--- config.mk ---
export PLATFORM = sky130hd
export DESIGN_NAME = adc_result_buf
export DESIGN_NICKNAME = d
export VERILOG_FILES = /design/src/rtl/adc_rbuf_pkg.sv /design/src/rtl/adc_rbuf_ctrl.sv /design/src/rtl/adc_rbuf_mem.sv /design/src/rtl/adc_rbuf_fmt.sv /design/src/rtl/adc_result_buf.sv
export SDC_FILE = /design/constraint.sdc
export NUM_CORES = 1
export LEC_CHECK = 0
export ABC_AREA = 0
export BUFFER_PORTS_ARGS = -buffer_cell sky130_fd_sc_hd__buf_4
export CORE_MARGIN = 3
export CORE_UTILIZATION = 25
export DETAILED_ROUTE_END_ITERATION = 8
export GPL_TIMING_DRIVEN = 0
export SYNTH_ARGS = -nofsm -noshare
export SYNTH_HDL_FRONTEND = slang
export SYNTH_SLANG_ARGS = --single-unit
--- constraint.sdc ---
create_clock -name clk -period 5 [get_ports clk]
set_clock_uncertainty 0.2 [all_clocks]
set_input_delay 0.5 -clock clk [delete_from_list [all_inputs] [get_ports clk]]
set_output_delay 0.5 -clock clk [all_outputs]
set_load 0.01 [all_outputs]
--- src/rtl/adc_rbuf_pkg.sv ---
package adc_rbuf_pkg;
  localparam int RES_W         = 12;
  localparam int CH_W          = 5;
  localparam int WORD_W        = 32;
  localparam int NARROW_TAG_LO = 10;
  localparam int FULL_TAG_LO   = 16;
  localparam int SHIFT_W10     = 2;
  localparam int SHIFT_W8      = 4;
  localparam int ENTRY_W       = RES_W + CH_W;

  typedef enum logic [1:0] {
    FMT_FULL = 2'd0,
    FMT_W10  = 2'd1,
    FMT_W8   = 2'd2,
    FMT_ALT  = 2'd3
  } fmt_e;

  typedef struct packed {
    logic [CH_W-1:0]  chan;
    logic [RES_W-1:0] res;
  } entry_t;
endpackage

--- src/rtl/adc_rbuf_ctrl.sv ---
module adc_rbuf_ctrl #(
  parameter int DEPTH = 16,
  parameter int AW    = $clog2(DEPTH)
) (
  input  logic          clk,
  input  logic          rst_n,
  input  logic          clr,
  input  logic          wr_valid,
  input  logic          rd_req,
  input  logic          wrap_mode,
  output logic          wr_en,
  output logic [AW-1:0] wr_addr,
  output logic [AW-1:0] rd_ptr,
  output logic [AW:0]   level,
  output logic          empty,
  output logic          blocked,
  output logic          ovr_flag
);
  localparam logic [AW:0]   FULL_CNT = (AW+1)'(DEPTH);
  localparam logic [AW-1:0] LAST_IDX = AW'(DEPTH - 1);

  logic [AW-1:0] wr_ptr_q, wr_ptr_d, rd_ptr_q, rd_ptr_d;
  logic [AW:0]   cnt_q, cnt_d;
  logic          ovr_q, ovr_d, blk_q, blk_d;
  logic          full, rd_fire, wr_ok, wrap_ev, blk_ev;

  function automatic logic [AW-1:0] bump(input logic [AW-1:0] p);
    return (p == LAST_IDX) ? '0 : p + 1'b1;
  endfunction

  always_comb begin
    full    = (cnt_q == FULL_CNT);
    empty   = (cnt_q == '0);
    rd_fire = rd_req && !empty;
    wr_ok   = wr_valid && !full && !blk_q;
    wrap_ev = wr_valid && full && !blk_q && wrap_mode;
    blk_ev  = wr_valid && full && !blk_q && !wrap_mode;

    wr_ptr_d = wr_ptr_q;
    rd_ptr_d = rd_ptr_q;
    cnt_d    = cnt_q;
    ovr_d    = ovr_q;
    blk_d    = blk_q;

    if (clr) begin
      wr_ptr_d = '0;
      rd_ptr_d = '0;
      cnt_d    = '0;
      ovr_d    = 1'b0;
      blk_d    = 1'b0;
    end else if (wrap_ev) begin
      wr_ptr_d = bump('0);
      rd_ptr_d = '0;
      cnt_d    = (AW+1)'(1);
      ovr_d    = 1'b1;
    end else begin
      if (wr_ok)   wr_ptr_d = bump(wr_ptr_q);
      if (rd_fire) rd_ptr_d = bump(rd_ptr_q);
      cnt_d = cnt_q + (AW+1)'(wr_ok) - (AW+1)'(rd_fire);
      if (blk_ev) begin
        blk_d = 1'b1;
        ovr_d = 1'b1;
      end else if (cnt_d == '0) begin
        blk_d = 1'b0;
      end
    end

    wr_en   = !clr && (wr_ok || wrap_ev);
    wr_addr = wrap_ev ? '0 : wr_ptr_q;
  end

  always_ff @(posedge clk or negedge rst_n) begin
    if (!rst_n) begin
      wr_ptr_q <= '0;
      rd_ptr_q <= '0;
      cnt_q    <= '0;
      ovr_q    <= 1'b0;
      blk_q    <= 1'b0;
    end else begin
      wr_ptr_q <= wr_ptr_d;
      rd_ptr_q <= rd_ptr_d;
      cnt_q    <= cnt_d;
      ovr_q    <= ovr_d;
      blk_q    <= blk_d;
    end
  end

  assign rd_ptr   = rd_ptr_q;
  assign level    = cnt_q;
  assign blocked  = blk_q;
  assign ovr_flag = ovr_q;
endmodule

--- src/rtl/adc_rbuf_mem.sv ---
module adc_rbuf_mem
  import adc_rbuf_pkg::*;
#(
  parameter int DEPTH = 16,
  parameter int AW    = $clog2(DEPTH)
) (
  input  logic          clk,
  input  logic          rst_n,
  input  logic          clr,
  input  logic          wr_en,
  input  logic [AW-1:0] wr_addr,
  input  entry_t        wr_entry,
  input  logic [AW-1:0] head_addr,
  output entry_t        head_entry,
  input  logic [AW-1:0] peek_addr,
  output entry_t        peek_entry
);
  localparam logic [AW:0] SLOTS = (AW+1)'(DEPTH);

  entry_t slot_q [DEPTH];

  for (genvar i = 0; i < DEPTH; i++) begin : g_slot
    logic   hit;
    entry_t slot_d;

    always_comb begin
      hit    = wr_en && (wr_addr == AW'(i));
      slot_d = slot_q[i];
      if (clr)      slot_d = '0;
      else if (hit) slot_d = wr_entry;
    end

    always_ff @(posedge clk or negedge rst_n) begin
      if (!rst_n)          slot_q[i] <= '0;
      else if (clr || hit) slot_q[i] <= slot_d;
    end
  end

  always_comb begin
    head_entry = ({1'b0, head_addr} < SLOTS) ? slot_q[head_addr] : '0;
    peek_entry = ({1'b0, peek_addr} < SLOTS) ? slot_q[peek_addr] : '0;
  end
endmodule

--- src/rtl/adc_rbuf_fmt.sv ---
module adc_rbuf_fmt
  import adc_rbuf_pkg::*;
(
  input  entry_t            head,
  input  logic              empty,
  input  fmt_e              fmt,
  input  logic              chid_en,
  output logic [WORD_W-1:0] word
);
  always_comb begin
    word = '0;
    if (!empty) begin
      case (fmt)
        FMT_W10: begin
          word[RES_W-SHIFT_W10-1:0] = head.res[RES_W-1:SHIFT_W10];
          if (chid_en) word[NARROW_TAG_LO +: CH_W] = head.chan;
        end
        FMT_W8: begin
          word[RES_W-SHIFT_W8-1:0] = head.res[RES_W-1:SHIFT_W8];
          if (chid_en) word[NARROW_TAG_LO +: CH_W] = head.chan;
        end
        default: begin
          word[RES_W-1:0] = head.res;
          if (chid_en) word[FULL_TAG_LO +: CH_W] = head.chan;
        end
      endcase
    end
  end
endmodule

--- src/rtl/adc_result_buf.sv ---
module adc_result_buf
  import adc_rbuf_pkg::*;
#(
  parameter int DEPTH = 16,
  parameter int SEL_W = 16,
  localparam int AW   = $clog2(DEPTH)
) (
  input  logic                clk,
  input  logic                rst_n,
  input  logic                wr_valid,
  input  logic [RES_W-1:0]    wr_result,
  input  logic [CH_W-1:0]     wr_chan,
  input  logic                sel_wr,
  input  logic [SEL_W-1:0]    sel_value,
  input  logic                grp_busy,
  input  logic                cfg_no_reset,
  input  logic [1:0]          cfg_fmt,
  input  logic                cfg_chid_en,
  input  logic                cfg_ovr_wrap,
  input  logic                fifo_rd,
  output logic [WORD_W-1:0]   fifo_data,
  input  logic [AW-1:0]       ram_addr,
  output logic [ENTRY_W-1:0]  ram_data,
  output logic                ovr_flag
);
  logic          clr_w, wr_en_w, empty_w, blk_w;
  logic [AW-1:0] wr_addr_w, rd_ptr_w;
  logic [AW:0]   lvl_w;
  entry_t        new_entry, head_entry, peek_entry;

  assign clr_w     = sel_wr && (|sel_value) && (!cfg_no_reset || grp_busy);
  assign new_entry = '{chan: wr_chan, res: wr_result};

  adc_rbuf_ctrl #(.DEPTH(DEPTH), .AW(AW)) u_ctrl (
    .clk       (clk),
    .rst_n     (rst_n),
    .clr       (clr_w),
    .wr_valid  (wr_valid),
    .rd_req    (fifo_rd),
    .wrap_mode (cfg_ovr_wrap),
    .wr_en     (wr_en_w),
    .wr_addr   (wr_addr_w),
    .rd_ptr    (rd_ptr_w),
    .level     (lvl_w),
    .empty     (empty_w),
    .blocked   (blk_w),
    .ovr_flag  (ovr_flag)
  );

  adc_rbuf_mem #(.DEPTH(DEPTH), .AW(AW)) u_mem (
    .clk        (clk),
    .rst_n      (rst_n),
    .clr        (clr_w),
    .wr_en      (wr_en_w),
    .wr_addr    (wr_addr_w),
    .wr_entry   (new_entry),
    .head_addr  (rd_ptr_w),
    .head_entry (head_entry),
    .peek_addr  (ram_addr),
    .peek_entry (peek_entry)
  );

  adc_rbuf_fmt u_fmt (
    .head    (head_entry),
    .empty   (empty_w),
    .fmt     (fmt_e'(cfg_fmt)),
    .chid_en (cfg_chid_en),
    .word    (fifo_data)
  );

  assign ram_data = peek_entry;
endmodule

==> summary.md, run 1 <==
| Metric | Value |
|---|---|
| Status | `completed` |
| Static power due to leakage | `between 7 and 8 nW` |
| Global routing usage on met1 | `about a fifth` |
| Switching part of the total power | `between 30% and 40%` |
| Clock share of power | `32.4%` |
| Area of the die | `69900 um^2` |
| Worst Hold Endpoint | `u_mem.slot_q[163]` |
| Final Hold Violating Endpoints | `0` |
| Post-Synthesis Mean Instance Area | `11.1 um^2` |
| Cell Int Power | `0.00456 W` |
| Switching power of the nets | `0.00240 W` |
| TritonCTS clock tree | `built` |
| Max_cap viols | `0` |
| Initial antenna violation count | `1` |
| Clk buf depth | `3` |
| First-pass GRT wire length | `87.2 mm` |
| Critical register-to-register path endpoint | `u_ctrl.blocked` |
| Die Width | `264 um` |
| Worst ir drop on vdd | `0.286 mV` |
| Vias in the first global route | `13269` |
| Hold Path Stages | `3` |
| Mean routed wirelength per cell | `23.1 um` |
| Floorplan die height | `264 um` |
| Portion of the clock cycle consumed by the worst path in the final layout | `95.8%` |
| Count of vias placed by the detailed router | `12939` |
| Fin cells | `2509` |
| Most used flip-flop cell after synthesis | `dfrtp_1` |
| Row count | `94` |
| Last weighted congestion value of the routability-driven placer | `0.926` |
| Clock slew seen by the registers of the worst setup and hold paths | `0.07 ns` |
| WS Path Type | `reg2out` |
| Yosys Warn Count | `0` |
| Final TNS setup | `0 ns` |
| Clock Latency Late Sink | `0.57 ns` |
| Flop pwr share | `a little under two fifths` |
| Initial core utilization | `25.3%` |
| Crit path capture type | `output pin` |
| R2R cell count | `15` |
| Detailed Place HPWL | `44.7 mm` |
| Root buffer cell | `clkbuf_16` |
| GRT met2 Usage | `28.1%` |
| Number of enable flip-flop cells after synthesis | `0` |
| Port Buf Inserts | `81` |
| Detailed-router iteration count before antenna repair | `5` |
| Number of placed instances with taps included | `2457` |
| Fraction of synthesized cell area taken by the top area cell type | `between 40% and 50%` |
| Post-synth design cell area | `~17000 um^2` |
| Number of top-level pins | `98` |
| Hold path startpoint | `wr_result[10]` |
| Number of CTS-inserted buffers | `29` |
| Final setup fails | `0` |
| Startpoint type of the worst setup path | `flip-flop` |
| Type of the most critical hold path | `in2reg` |
| Total clock sinks | `287` |
| Growth of design area from synthesis to finish | `16.6%` |
| Busiest layer in global routing | `met2` |
| Antenna Diode Count | `0` |
| Maximum operating frequency | `209 MHz` |
| Combinational fraction of design power | `a little under a third` |
| Pwr/cell area | `358 nW/um^2` |
| Met3 Track Usage GR | `3.31%` |
| Critical Path AT | `4.09 ns` |
| Post-DRT Antenna Nets | `0` |
| Layout cell share with drive strength beyond 1 | `23.5%` |
| Reg2reg start | `u_ctrl.level[3]` |
| Number of levels the H-tree was split into | `1` |
| Detail-routed via count per cell | `approximately 5.2` |
| Count of mapped cells out of synthesis | `1499` |
| Setup repair after global routing missed its margin | `no` |
| Maximum fanout count along the critical path | `10` |
| Reg2Reg Setup Slack | `0.80 ns` |
| Residual overflow from global routing | `0` |
| Synth cell types | `56` |
| Max-slew violations | `0` |
| Relative slew slack | `9.35%` |
| Sequential-to-total area share from yosys stat | `43.0%` |
| Most used standard cells in the synthesized netlist | `dfrtp_1, nand2_1, mux4_2, nor2_1, a21oi_1` |
| Synth top area cells | `dfrtp_1, mux4_2, mux2i_1` |
| Most numerous cell in the Yosys netlist | `dfrtp_1` |
| Required time worst endpoint | `4.30 ns` |
| Total wire length | `58.0 mm` |
| Post-detailed-route DRC marker count | `0` |
| Aggregate global-route resource usage | `16.4%` |
| Cell taking the most area after synthesis | `dfrtp_1` |
| Ys async rst share | `100%` |
| Worst slew pin tran | `1.34 ns` |
| Flip-flop and latch count after synthesis | `between 200 and 300` |
| Shortest period the worst path allows | `4.79 ns` |
| DRC marker count from the first detailed-route iteration | `1583` |
| Largest net degree at the start of global routing | `around 110` |
| Placeable core region | `about 66000 um^2` |
| Nets | `1684` |
==> logic make-up (layout without fill, tap and decap cells) <==
kind of cell	count (synthesis)	count (layout)	share of synthesized area [%]
simple gates	513	513	13.1
mux	315	315	31.0
flops	287	287	43.0
compound gates	198	198	6.68
buf+inv	168	303	4.98
fa+ha+maj	11	11	0.870
xor+xnor	6	6	0.315
other cells	1	12	0.0225
==> timing repair <==
| action | CTS | global route |
|---|---|---|
| hold buffers | 1 | 0 |
| resized for setup | 0 | 0 |
| buffers inserted | 0 | 0 |
| endpoints found under the hold margin | 69 | 0 |
==> how the worst max path moves through the flow <==
stage,startpoint,to,slack [ns],depth (start not counted)
global route,u_ctrl.rd_ptr[1],fifo_data[10],0.23,7
detailed placement,u_ctrl.level[3],u_ctrl.blocked,0.78,15
floorplan,u_ctrl.level[3],u_ctrl.blocked,1.43,15
global placement,rst_n,u_mem.slot_q[114],0.64,1
finish,u_ctrl.rd_ptr[1],fifo_data[10],0.21,7
CTS,u_ctrl.rd_ptr[1],fifo_data[10],0.27,7
==> state kept, by name (all words and copies together) (netlist names) <==
signal	flops
u_ctrl.wr_ptr_q	4
u_ctrl.blocked	1
u_ctrl.ovr_flag	1
u_ctrl.rd_ptr	4
u_ctrl.level	5
u_mem.slot_q	272
==> stage by stage <==
| step | power [W] | area [um^2] | hold slack [ns] | setup WS, ns | util, % |
|---|---|---|---|---|---|
| 6_report | 0.00697 | 19400 | 0.0177 | 0.211 | 29.5 |
| 3_5_place_dp | 0.00473 | 18500 | 0.295 | 0.782 | 28.0 |
| 4_1_cts | 0.00697 | 19400 | 0.00133 | 0.272 | 29.5 |
| 2_1_floorplan | 0.00393 | 16700 | 0.00441 | 1.43 | - |
| 3_3_place_gp | 0.00467 | 18400 | 0.293 | 0.641 | 27.9 |
| 5_1_grt | 0.00721 | 19400 | 0.0243 | 0.233 | 29.5 |
==> power by group through the flow <==
stage | logic [W] | registers [W] | clock network (W)
after floorplan | 0.00135 | 0.00258 | 0
after CTS | 0.00212 | 0.00258 | 0.00228
final | 0.00213 | 0.00258 | 0.00226
after detailed placement | 0.00212 | 0.00262 | 0
after global routing | 0.00226 | 0.00260 | 0.00236
after global placement | 0.00207 | 0.00260 | 0
==> layout make-up <==
type                            count  area, um^2
Buffer                            153         774
Clock buffer                       43         858
Clock inverter                      8         100
Fill cell                        6673       46500
Inverter                           15        56.3
Multi-Input combinational cell   1055        8710
Sequential cell                   287        7180
Tap cell                          864        1080
Timing Repair Buffer               84         681
==> placed cells by master, fill, tap and decap left out, types with 29 or more instances in the layout <==
cell type / count
dfrtp_1: 287
nand2_1: 268
mux4_2: 161
nor2_1: 153
a21oi_1: 152
mux2i_1: 149
buf_4: 97
clkbuf_1: 80
buf_2: 40
nand3_1: 40
clkbuf_16: 29
==> routing by layer <==
layer / vias to the layer above / routed length [um] / share of wire [%]
met4: 2 / 2130 / 3.7
li1: 5600 / - / -
met1: 6616 / 22400 / 39
met3: 115 / 4780 / 8.2
met2: 606 / 28600 / 49
met5: - / 8 / 0.014
==> critical path, stage by stage, from the launching register on <==
cell and delay, ns:
dfrtp_1 0.36, buf_2 0.28, buf_1 0.87, mux4_2 0.50, mux2_2 0.33, o21ai_0 0.60
o21ai_0 0.32, buf_4 0.23
(Power assumes the default switching activity.)
==> inputs of run 2 (changes only) <==
CORE_UTILIZATION = 45   (was 25)
REMOVE_ABC_BUFFERS = 1   (was not set)
==> run 2 against run 1 <==
  * The flow now finishes with violations (capacitance limit, slew limit)
  * Worst hold slack improved by 0.083 ns
  * Flip-flop and latch count unchanged
  * Power is 5.7% higher
  * Critical path depth unchanged
  * Clock power grew 20%
  * Cell area decreased by 1.5%
  * Utilization grew 24 points
  * Die area decreased by 44%
  * Setup slack better by 0.60 ns
  * Register-to-register slack improved by 0.30 ns
  * Sequential power increased by 4%
  * Cell count decreased by 20%
  * Critical endpoint is now fifo_data[4]
  * Highest routed layer is now met4
==> summary.md, run 2 (synthesized netlist as in run 1, its figures left out) <==
| Metric | Value |
|---|---|
| Critical register-to-register path endpoint | `u_ctrl.blocked (unchanged)` |
| Floorplan die height | `199 um (was 264 um)` |
| Hold path startpoint | `cfg_ovr_wrap (was wr_result[10])` |
| Final setup fails | `0 (unchanged)` |
| Final TNS setup | `0 ns (unchanged)` |
| Vias in the first global route | `12489 (was 13269)` |
| Status | `finished, violations left (was completed)` |
| Number of levels the H-tree was split into | `2 (was 1)` |
| Most common cell after layout, fill and taps aside | `dfrtp_1 (unchanged)` |
| Most used cells in the layout excluding fill and tap cells | `dfrtp_1, nand2_1, mux4_2 (unchanged)` |
| Residual overflow from global routing | `0 (unchanged)` |
| Shortest period the worst path allows | `4.19 ns (was 4.79 ns)` |
| Die Width | `199 um (was 264 um)` |
| Last weighted congestion value of the routability-driven placer | `0.802 (was 0.926)` |
| Top reg by flops | `u_mem.slot_q (unchanged)` |
| Type of the most critical hold path | `in2reg (unchanged)` |
| Detailed-router iteration count before antenna repair | `5 (unchanged)` |
| Count of vias placed by the detailed router | `12333 (was 12939)` |
| Mean routed wirelength per cell | `26.0 um (was 23.1 um)` |
| Port Buf Inserts | `85 (was 81)` |
| Largest register FFs | `272 (unchanged)` |
| Total clock sinks | `287 (unchanged)` |
| Highest routed layer | `met4 (was met5)` |
| Total wire length | `52.0 mm (was 58.0 mm)` |
| Startpoint type of the worst setup path | `flip-flop (unchanged)` |
| Maximum operating frequency | `239 MHz (was 209 MHz)` |
| Number of CTS-inserted buffers | `35 (was 29)` |
| Worst ir drop on vdd | `0.328 mV (was 0.286 mV)` |
| Overall power of the completed layout | `0.00736 W (was 0.00697 W)` |
| Detail-routed via count per cell | `6.16 (was 5.16)` |
| Violations in the final reports | `capacitance limit, slew limit` |
| Detailed route wirelength on metal3 | `4.15 mm (was 4.78 mm)` |
| DRC marker count from the first detailed-route iteration | `1331 (was 1583)` |
| Detailed Place HPWL | `31.1 mm (was 44.7 mm)` |
| Routed metal-1 wirelength | `21.2 mm (was 22.4 mm)` |
| Worst slew pin tran | `1.51 ns (was 1.34 ns)` |
| First-pass GRT wire length | `78.6 mm (was 87.2 mm)` |
| Relative slew slack | `-0.390% (was 9.35%)` |
| Crit path capture type | `output pin (unchanged)` |
| Reg2reg start | `u_ctrl.level[2] (was u_ctrl.level[3])` |
| Portion of the clock cycle consumed by the worst path in the final layout | `83.7% (was 95.8%)` |
| Maximum fanout count along the critical path | `44 (was 10)` |
| Clock slew seen by the registers of the worst setup and hold paths | `0.06 ns (was 0.07 ns)` |
| Growth of design area from synthesis to finish | `14.8% (was 16.6%)` |
| Placeable core region | `36100 um^2 (was 66000 um^2)` |
| Max-slew violations | `17 (was 0)` |
| Number of top-level pins | `98 (unchanged)` |
| Initial core utilization | `46.2% (was 25.3%)` |
| Clk buf depth | `3 (unchanged)` |
| Final instance area | `19100 um^2 (was 19400 um^2)` |
| TritonCTS clock tree | `built (unchanged)` |
| Post-DRT Antenna Nets | `0 (unchanged)` |
| Initial antenna violation count | `1 (unchanged)` |
| Post-detailed-route DRC marker count | `0 (unchanged)` |
| Largest net degree at the start of global routing | `117 (was 112)` |
| Nets | `1577 (was 1684)` |
| Clock Latency Late Sink | `0.51 ns (was 0.57 ns)` |
| Hold Path Stages | `3 (unchanged)` |
| Post-CTS setup-driven buffer insertion count | `0 (unchanged)` |
| Static power due to leakage | `7.68 nW (was 7.71 nW)` |
| Area of the die | `39400 um^2 (was 69900 um^2)` |
| Reg2Reg Setup Slack | `1.10 ns (was 0.80 ns)` |
| Setup repair after global routing missed its margin | `no (unchanged)` |
| R2R cell count | `13 (was 15)` |
| Pwr/cell area | `384 nW/um^2 (was 358 nW/um^2)` |
| Root buffer cell | `clkbuf_16 (unchanged)` |
| Aggregate global-route resource usage | `26.8% (was 16.4%)` |
| FILL cells | `3174 (was 6673)` |
| Row count | `69 (was 94)` |
| WS Path Type | `reg2out (unchanged)` |
| Critical Path AT | `3.49 ns (was 4.09 ns)` |
| Placed cell areas | `17900 um^2 (was 18500 um^2)` |
| Max_cap viols | `1 (was 0)` |
| Worst Hold Endpoint | `u_ctrl.blocked (was u_mem.slot_q[163])` |
| Detailed-routed wire length on met2 | `24.4 mm (was 28.6 mm)` |
| Required time worst endpoint | `4.30 ns (about the same)` |
| Layout cell share with drive strength beyond 1 | `24.7% (was 23.5%)` |
| Final Hold Violating Endpoints | `0 (unchanged)` |
run 2: changes by cell type in the layout (fill, tap and decap cells not counted), moves of 4 or more:
cell	delta
dfrtp_1	-4
clkbuf_16	+8
buf_2	-40
clkbuf_1	-73
buf_16	+9
buf_8	+10
buf_4	-10
buf_1	-11
run 2: area by class of cell:
type,instances,area (um^2),area share (%)
Antenna cell,1,2.50,0.0131
Clock buffer,50,1030,5.40
Clock inverter,10,181,0.948
Inverter,15,60.1,0.314
Multi-Input combinational cell,1055,8800,46.0
Sequential cell,287,7190,37.6
Tap cell,461,577,3.01
Timing Repair Buffer,124,1300,6.80
run 2: where the power goes:
part	internal [W]	leakage, nW	switching (W)
sequential	0.00246	3.98	0.000222
clock	0.00169	0.594	0.00102
combinational	0.000836	3.10	0.00112
total	0.00499	7.68	0.00237
run 2: through the flow:
step	setup WS (ns)	hold slack [ns]	utilization (%)	instances
floorplan	0.366	0.00441	-	1357
global placement	-3.45	0.283	47.6	1903
detailed placement	0.659	0.300	49.6	1941
CTS	0.0954	0.0867	53.0	2002
global route	0.594	0.120	53.1	2002
finish	0.813	0.100	53.1	2003
run 2: routing by layer:
layer	track usage, %	up-vias
met3	5.52	124
met4	10.5	0
li1	-	5397
met1	37.0	6298
met2	42.1	514
met5	0	-
run 2: how the worst max path moves through the flow:
stage | depth (start not counted) | from | end
6_report | 7 | u_ctrl.rd_ptr[0] | fifo_data[4]
5_1_grt | 7 | u_ctrl.rd_ptr[0] | fifo_data[4]
4_1_cts | 6 | u_ctrl.rd_ptr[2] | fifo_data[4]
3_5_place_dp | 6 | u_ctrl.rd_ptr[2] | fifo_data[4]
3_3_place_gp | 7 | u_ctrl.level[2] | u_mem.slot_q[227]
2_1_floorplan | 3 | u_ctrl.rd_ptr[0] | fifo_data[11]
run 2: worst max-delay path, cell delays in order, from the launching register on:
cell	delay, ns
dfrtp_4	0.81
buf_16	0.34
mux4_2	0.54
o21ai_0	0.24
nor2b_1	0.08
nor3_1	0.37
o221ai_1	0.28
buf_4	0.22
run 2: timing repair:
action,CTS,global route
resized for setup,0,2
endpoints found under the hold margin,115,0
setup endpoints to repair,0,4
hold buffers,1,0
